===== config.mk =====
export PLATFORM = sky130hd
export DESIGN_NAME = region_xlate_unit
export DESIGN_NICKNAME = d
export VERILOG_FILES = /design/src/rtl/rxu_pkg.sv /design/src/rtl/rxu_region_table.sv /design/src/rtl/rxu_attr_decode.sv /design/src/rtl/rxu_access_check.sv /design/src/rtl/region_xlate_unit.sv
export SDC_FILE = /design/constraint.sdc
export NUM_CORES = 1
export LEC_CHECK = 0
export BUFFER_PORTS_ARGS = -buffer_cell sky130_fd_sc_hd__buf_4
export CAP_MARGIN = 20
export CORE_ASPECT_RATIO = 1.25
export CORE_MARGIN = 2
export CORE_UTILIZATION = 35
export DETAILED_ROUTE_END_ITERATION = 8
export PLACE_DENSITY = 0.68
export RECOVER_POWER = 100
export SYNTH_ARGS = -nofsm -noshare
export SYNTH_HDL_FRONTEND = slang
export SYNTH_HIERARCHICAL = 1
export SYNTH_SLANG_ARGS = --single-unit

===== constraint.sdc =====
create_clock -name clk -period 4.3 [get_ports clk]
set_input_delay 0.86 -clock clk [delete_from_list [all_inputs] [get_ports clk]]
set_output_delay 0.86 -clock clk [all_outputs]
set_load 0.005 [all_outputs]

===== src/rtl/rxu_pkg.sv =====
package rxu_pkg;
  typedef enum logic [2:0] {
    CAUSE_NONE  = 3'd0,
    CAUSE_LOAD  = 3'd1,
    CAUSE_STORE = 3'd2,
    CAUSE_FETCH = 3'd3,
    CAUSE_KIND  = 3'd4
  } cause_e;

  typedef enum logic [1:0] {
    POL_BYPASS = 2'd0,
    POL_WTHRU  = 2'd1,
    POL_WBACK  = 2'd2,
    POL_ISOL   = 2'd3
  } policy_e;

  typedef struct packed {
    logic    rd;
    logic    wr;
    logic    ex;
    policy_e pol;
  } perm_t;

  localparam logic [1:0] KIND_READ  = 2'd0;
  localparam logic [1:0] KIND_WRITE = 2'd1;
  localparam logic [1:0] KIND_FETCH = 2'd2;
endpackage


===== src/rtl/rxu_region_table.sv =====
module rxu_region_table #(
  parameter int IDX_W  = 3,
  parameter int BASE_W = 3,
  parameter int ATTR_W = 4,
  parameter logic [ATTR_W-1:0] RST_ATTR = 2
) (
  input  logic              clk,
  input  logic              rst,
  input  logic              we,
  input  logic [IDX_W-1:0]  widx,
  input  logic [BASE_W-1:0] wbase,
  input  logic [ATTR_W-1:0] wattr,
  input  logic [IDX_W-1:0]  ridx,
  output logic [BASE_W-1:0] rbase,
  output logic [ATTR_W-1:0] rattr
);
  localparam int NREG = 1 << IDX_W;

  logic [BASE_W-1:0] base_q [NREG];
  logic [ATTR_W-1:0] attr_q [NREG];

  always_ff @(posedge clk) begin
    if (rst) begin
      for (int i = 0; i < NREG; i++) begin
        base_q[i] <= BASE_W'(i);
        attr_q[i] <= RST_ATTR;
      end
    end else if (we) begin
      base_q[widx] <= wbase;
      attr_q[widx] <= wattr;
    end
  end

  // Read is asynchronous: a same-cycle write shows up only after the edge.
  assign rbase = base_q[ridx];
  assign rattr = attr_q[ridx];
endmodule


===== src/rtl/rxu_attr_decode.sv =====
module rxu_attr_decode
  import rxu_pkg::*;
#(
  parameter int ATTR_W = 4
) (
  input  logic [ATTR_W-1:0] attr,
  output perm_t             perm
);
  always_comb begin
    perm = '{rd: 1'b0, wr: 1'b0, ex: 1'b0, pol: POL_BYPASS};
    case (attr)
      ATTR_W'(0):  perm = '{rd: 1'b1, wr: 1'b1, ex: 1'b0, pol: POL_WTHRU};
      ATTR_W'(1):  perm = '{rd: 1'b1, wr: 1'b1, ex: 1'b1, pol: POL_WTHRU};
      ATTR_W'(2):  perm = '{rd: 1'b1, wr: 1'b1, ex: 1'b1, pol: POL_BYPASS};
      ATTR_W'(3):  perm = '{rd: 1'b0, wr: 1'b0, ex: 1'b1, pol: POL_WBACK};
      ATTR_W'(4),
      ATTR_W'(5):  perm = '{rd: 1'b1, wr: 1'b1, ex: 1'b1, pol: POL_WBACK};
      ATTR_W'(14): perm = '{rd: 1'b1, wr: 1'b1, ex: 1'b0, pol: POL_ISOL};
      default:     perm = '{rd: 1'b0, wr: 1'b0, ex: 1'b0, pol: POL_BYPASS};
    endcase
  end
endmodule


===== src/rtl/rxu_access_check.sv =====
module rxu_access_check
  import rxu_pkg::*;
(
  input  logic [1:0] kind,
  input  perm_t      perm,
  output cause_e     cause
);
  always_comb begin
    case (kind)
      KIND_READ:  cause = perm.rd ? CAUSE_NONE : CAUSE_LOAD;
      KIND_WRITE: cause = perm.wr ? CAUSE_NONE : CAUSE_STORE;
      KIND_FETCH: cause = perm.ex ? CAUSE_NONE : CAUSE_FETCH;
      default:    cause = CAUSE_KIND;
    endcase
  end
endmodule


===== src/rtl/region_xlate_unit.sv =====
module region_xlate_unit
  import rxu_pkg::*;
#(
  parameter int ADDR_W = 32,
  parameter int IDX_W  = 3,
  parameter int ATTR_W = 4
) (
  input  logic              clk,
  input  logic              rst,
  input  logic              req_valid,
  input  logic [ADDR_W-1:0] req_addr,
  input  logic [1:0]        req_kind,
  input  logic              cfg_we,
  input  logic [IDX_W-1:0]  cfg_idx,
  input  logic [ADDR_W-1:0] cfg_data,
  output logic              rsp_valid,
  output logic [ADDR_W-1:0] rsp_paddr,
  output logic              rsp_read,
  output logic              rsp_write,
  output logic              rsp_exec,
  output logic [1:0]        rsp_cache,
  output logic              rsp_fault,
  output logic [2:0]        rsp_cause
);
  localparam int OFF_W = ADDR_W - IDX_W;

  logic [IDX_W-1:0]  lk_base;
  logic [ATTR_W-1:0] lk_attr;
  perm_t             lk_perm;
  cause_e            lk_cause;

  rxu_region_table #(
    .IDX_W (IDX_W),
    .BASE_W(IDX_W),
    .ATTR_W(ATTR_W)
  ) u_table (
    .clk  (clk),
    .rst  (rst),
    .we   (cfg_we),
    .widx (cfg_idx),
    .wbase(cfg_data[ADDR_W-1:OFF_W]),
    .wattr(cfg_data[ATTR_W-1:0]),
    .ridx (req_addr[ADDR_W-1:OFF_W]),
    .rbase(lk_base),
    .rattr(lk_attr)
  );

  rxu_attr_decode #(.ATTR_W(ATTR_W)) u_dec (
    .attr(lk_attr),
    .perm(lk_perm)
  );

  rxu_access_check u_chk_acc (
    .kind (req_kind),
    .perm (lk_perm),
    .cause(lk_cause)
  );

  always_ff @(posedge clk) begin
    if (rst) begin
      rsp_valid <= 1'b0;
      rsp_paddr <= '0;
      rsp_read  <= 1'b0;
      rsp_write <= 1'b0;
      rsp_exec  <= 1'b0;
      rsp_cache <= '0;
      rsp_fault <= 1'b0;
      rsp_cause <= '0;
    end else begin
      rsp_valid <= req_valid;
      if (req_valid) begin
        rsp_paddr <= {lk_base, req_addr[OFF_W-1:0]};
        rsp_read  <= lk_perm.rd;
        rsp_write <= lk_perm.wr;
        rsp_exec  <= lk_perm.ex;
        rsp_cache <= lk_perm.pol;
        rsp_fault <= (lk_cause != CAUSE_NONE);
        rsp_cause <= lk_cause;
      end
    end
  end
endmodule


After elaboration in Yosys (flattened, before gate mapping)
Memories as Yosys holds them, arrays and structs flattened. A register that Yosys moved wholly into a read port is not among the register bits.
Index checks and enable logic that the tools add are counted.
W data, S select, Z words.
{"block": "classes", "addsub": 0, "multipliers": 0, "n_div": 0, "order_cmp": 0, "eq_ne": 8, "shifts": 0, "mux": 16, "bitwise_logic": 0, "n_reduce_logical": 6}
{"cell": "$pmux W5 S6", "n": 1}
{"cell": "$mux W3", "n": 3}
{"cell": "$pmux W3 S3", "n": 1}
{"cell": "$eq A4 B2 Y1 const B", "n": 2}
{"cell": "$eq A4 B3 Y1 const B", "n": 2}
{"cell": "$mux W1", "n": 8}
{"cell": "$eq A4 B1 Y1 const B", "n": 1}
{"cell": "$eq A4 B4 Y1 const B", "n": 1}
{"cell": "$logic_not A4 Y1", "n": 1}
{"cell": "$mux W2", "n": 2}
{"cell": "$mux W4", "n": 1}
{"cell": "$reduce_or A4 Y1", "n": 1}
{"cell": "$reduce_bool A3 Y1", "n": 1}
{"cell": "$reduce_or A3 Y1", "n": 1}
{"cell": "$eq A2 B1 Y1 const B", "n": 1}
{"cell": "$eq A2 B2 Y1 const B", "n": 1}
{"cell": "$logic_not A2 Y1", "n": 1}
{"cell": "$reduce_or A2 Y1", "n": 1}
{"block": "word_totals", "register_bits": 42, "latch_bits": 0, "ramBits": 56, "rom_bits": 0, "inputBits": 73, "output_inout_bits": 42, "word_cells": 40, "memories": 2}
{"name": "u_table.attr_q", "depth": 8, "word_bits": 4, "rd": 1, "rd_ports_with_merged_regs": 0, "write_ports": 8, "line_no": "rxu_region_table.sv:20", "rtl": "logic [ATTR_W-1:0] attr_q [NREG];"}
{"name": "u_table.base_q", "depth": 8, "word_bits": 3, "rd": 1, "rd_ports_with_merged_regs": 1, "write_ports": 8, "line_no": "rxu_region_table.sv:19", "rtl": "logic [BASE_W-1:0] base_q [NREG];"}

Depth between registers and ports, before layout
An unclocked memory read counts as a cell.
{"block": "depth", "word_depth": 7, "depth_mapped": 11, "depth_no_buf": 8}

Cells and area by module
The synthesis kept the hierarchy.
{"mod": "rxu_region_table", "n_inst": 1, "cells_each": 172, "area_per_inst_um2": 2655.0, "seq_area_each_um2": 1681.6}
{"mod": "region_xlate_unit", "n_inst": 1, "cells_each": 136, "area_per_inst_um2": 1526.5, "seq_area_each_um2": 840.8}
{"mod": "rxu_attr_decode", "n_inst": 1, "cells_each": 10, "area_per_inst_um2": 75.1, "seq_area_each_um2": 0.0}
{"mod": "rxu_access_check", "n_inst": 1, "cells_each": 6, "area_per_inst_um2": 41.3, "seq_area_each_um2": 0.0}

Worst setup path after synthesis
No wires, ideal clock.
{"block": "synth_path", "kind": "input to register", "startpoint": "in req_addr[29]", "endpoint": "reg rsp_fault", "setup_ps": 124, "arrival_ps": 2957, "required_ps": 4176, "slack_ps": 1219, "cell_stages": 11, "path_buffers": 3, "path_cell_list": "buf_6 > buf_12 > mux4_1 > mux2_2 > or3_1 > o211ai_1 > buf_4 > nor2b_1 > a211oi_1 > nor3_1 > a211oi_1"}
{"item": "start, declared", "line_no": "region_xlate_unit.sv:11", "rtl": "input logic [ADDR_W-1:0] req_addr,"}
{"item": "end signal, assigned", "line_no": "region_xlate_unit.sv:77", "rtl": "rsp_fault <= (lk_cause != CAUSE_NONE);"}
{"item": "end, declared", "line_no": "region_xlate_unit.sv:22", "rtl": "output logic rsp_fault,"}

==> results by group <==
Clocking
  – Clk slew on worst S/H paths: 0.07 ns
  – Postcts setup bufs: 0
  – Hold Buf Count CTS: 0
  – Clk Latency, worst-skew pair: approximately 0.35 ns
  – Total CTS buffers: 9
  – Clk buf depth: 2
  – CTS sink cnt: 98
  – H-tree depth reported by CTS: 3
  – CTS root buf: clkbuf_16
  – TritonCTS clock tree: done
  – # resized after CTS: 0

Drt
  – Vias per cell: 4.923
  – 1st-pass router iterations: 4
  – WL/cell: 15.96 um
  – DRT antenna net count: 0
  – Post-Route WL: 9064 um
  – Initial DRC Count: 94
  – Drt drc: 0
  – Routed via count: around 2.8k

Timing
  – Worst Skew: 0.01034 ns
  – Fin crit share: 0.7109
  – F_max: between 300 and 400 MHz
  – RSZ-0062 raised after global routing: false
  – Setup TNS Final: 0 ns
  – Setup-failing EPs final: 0
  – Slew at the pin with the worst max-slew slack: 2.829 ns
  – Slew HR: -0.8862
  – Final hold vios: 0
  – Min Tclk post-route: 3.057 ns
  – Hold Slack: 0.4912 ns
  – Max Transition Viols Final: 44

Synthesis
  – Mux contribution to synthesized area: 0.1971
  – Async S/R FF share, synth: 0
  – Synth warn: 6
  – Compound-Gate Fraction of Synth Area: 0.02475
  – Simple-gate share of the synthesized area: 0.1392
  – Area contributors post-synth: edfxtp_1 39%, dfxtp_1 20%, mux2i_1 9.3%
  – Syn_area_per_cell: 13.27 um^2
  – Commonest cells in the netlist: 56 x edfxtp_1, 43 x nor2_1, 42 x dfxtp_1
  – Largest area contributor in the netlist: edfxtp_1
  – Adder-cell share of the synthesized area: 0
  – Most frequent cell after synthesis: edfxtp_1
  – Ys flop type: edfxtp_1
  – Netlist cell types: 35
  – Yosys top cell area share: 0.3913
  – EDFF count, synth: 56
  – Post-Syn Instances: 324
  – Synth Area in XOR/XNOR: 0
  – FF+latch count, synth: 98
  – Synth Net Count: just under 400
  – Largest family of logic cells by synthesized area: multiplexers
  – Cell area after synthesis: 0.004298 mm^2
  – Sequential cell area fraction in the yosys report: 0.5869

Global routing
  – Global route overflow: 0
  – Initial antenna violation count: 0
  – Number of global-route vias before repair: 2,701
  – First-pass GRT wire length: 13,470 um
  – GRT Overall Usage: 0.1376
  – Largest net degree at the start of global routing: 55

Power
  – Pleak: between 0.002 and 0.0025 uW
  – Power Dens Cells: ~400 mW/mm^2
  – Peak supply drop: 197.3 uV

Die
  – Core ar.: 0.01205 mm^2
  – DIE AREA: roughly 0.013 mm^2
  – Boundary Pins: 115
  – Starting Density: 0.3567
  – Die Ht: ~130 um
  – Die X: approximately 100 um
  – Std-Cell Rows: 45

Placed design
  – Placed insts: 552
  – Hpwl dp: slightly above 6000 um
  – Placed cell area: 0.004977 mm^2
  – GPL Wtd Cong: 0.7478
  – I/O Buffers: 89

Final layout
  – ANT cells: 0
  – Area delta synth->final: 21.54%
  – Filler cell count: 1,175
  – Final Non-Filler Cells: 568
  – Share of post-route cells with drive strength above 1: 0.2550
  – Final Cell Area: about 0.0052 mm^2
  – Nets: 472

Worst setup path
  – WS Path Type: primary input to register
  – CP endpoint kind: register
  – Startpoint class of the critical path: primary input
  – CP Data Required Time: ~4.5 ns
  – CP Max Fanout: 43
  – CP Data Arrival Time: 3.27 ns

Worst hold path
  – Worst hold path type: register to register

Outcome
  – Status: finished, violations left
  – Failing checks: capacitance limit, slew limit

Run
  – Total of max-cap violations: 1
[worst paths after layout]
| path | startpoint | endpoint | slack [ns] | depth (start not counted) |
|---|---|---|---|---|
| worst max-delay path | req_valid | rsp_paddr[11] | 1.24 | 3 |
| worst min-delay path | rsp_paddr[14] | rsp_paddr[14] | 0.49 | 2 |
| worst max register to register | u_table/attr_q[3][2] | rsp_fault | 1.74 | 8 |
| worst min register to register | rsp_paddr[14] | rsp_paddr[14] | 0.49 | 2 |
[worst max-delay path, stage by stage]
cell      delay, ns
clkbuf_1       1.98
mux2i_1        0.36
nor2_1         0.06
[kinds of logic (layout without fill, tap and decap cells)]
logic type      count (synthesis)  after routing
flops                          98             98
mux                            61             61
simple gates                  119            119
compound gates                 14             14
buf+inv                        32            112
[where the power goes]
group | internal [uW] | leakage (uW) | switching (uW)
clock | 411 | 0.000147 | 376
combinational | 124 | 0.00101 | 125
sequential | 1050 | 0.000892 | 20.0
total | 1580 | 0.00205 | 520
[flip-flops by register name, indices dropped and copies added, names as in the netlist]
register	flops
rsp_exec	1
rsp_write	1
rsp_read	1
rsp_valid	1
rsp_cache	2
rsp_fault	1
u_table/attr_q	32
u_table/base_q	24
rsp_paddr	32
rsp_cause	3
[routing by layer]
layer / up-vias / wire length (um) / GRT usage
met5: - / 0 / 0
met1: 1285 / 3722 / 0.1637
met4: 0 / 191 / 0.06424
met3: 15 / 797 / 0.03926
li1: 1360 / - / -
met2: 136 / 4352 / 0.2277
[placed cells by master (no fill, tap or decap), types with 4 or more instances in the layout]
cell type  count
mux2i_1       40
o21bai_1       4
dfxtp_1       42
nor2_1        43
a21o_1         4
mux4_1        14
mux2_2         7
nor3_1        38
edfxtp_1      56
clkbuf_1      13
clkbuf_16      9
or3_1         15
buf_4         46
clkbuf_4      31
nand3_1        7
[stage by stage]
stage	util	total power [uW]	worst slack, ns
after floorplan	-	1244	1.220
after global placement	0.4131	1338	0.9822
after detailed placement	0.4131	1349	0.9610
after CTS	0.4376	2139	1.327
after global routing	0.4335	2194	0.9963
final	0.4335	2104	1.243
[area by class of cell]
cell class                 count  area, um^2  share of cell area
tap                          164       205.2             0.03928
clock inverter                 7       70.07             0.01341
inverter                       6       22.52            0.004311
timing repair buffer          90       626.9              0.1200
sequential                    98        2522              0.4829
clock buffer                   9       225.2             0.04311
multi-input combinational    194        1551              0.2970
Note: power is estimated with default switching activity, not from simulation.
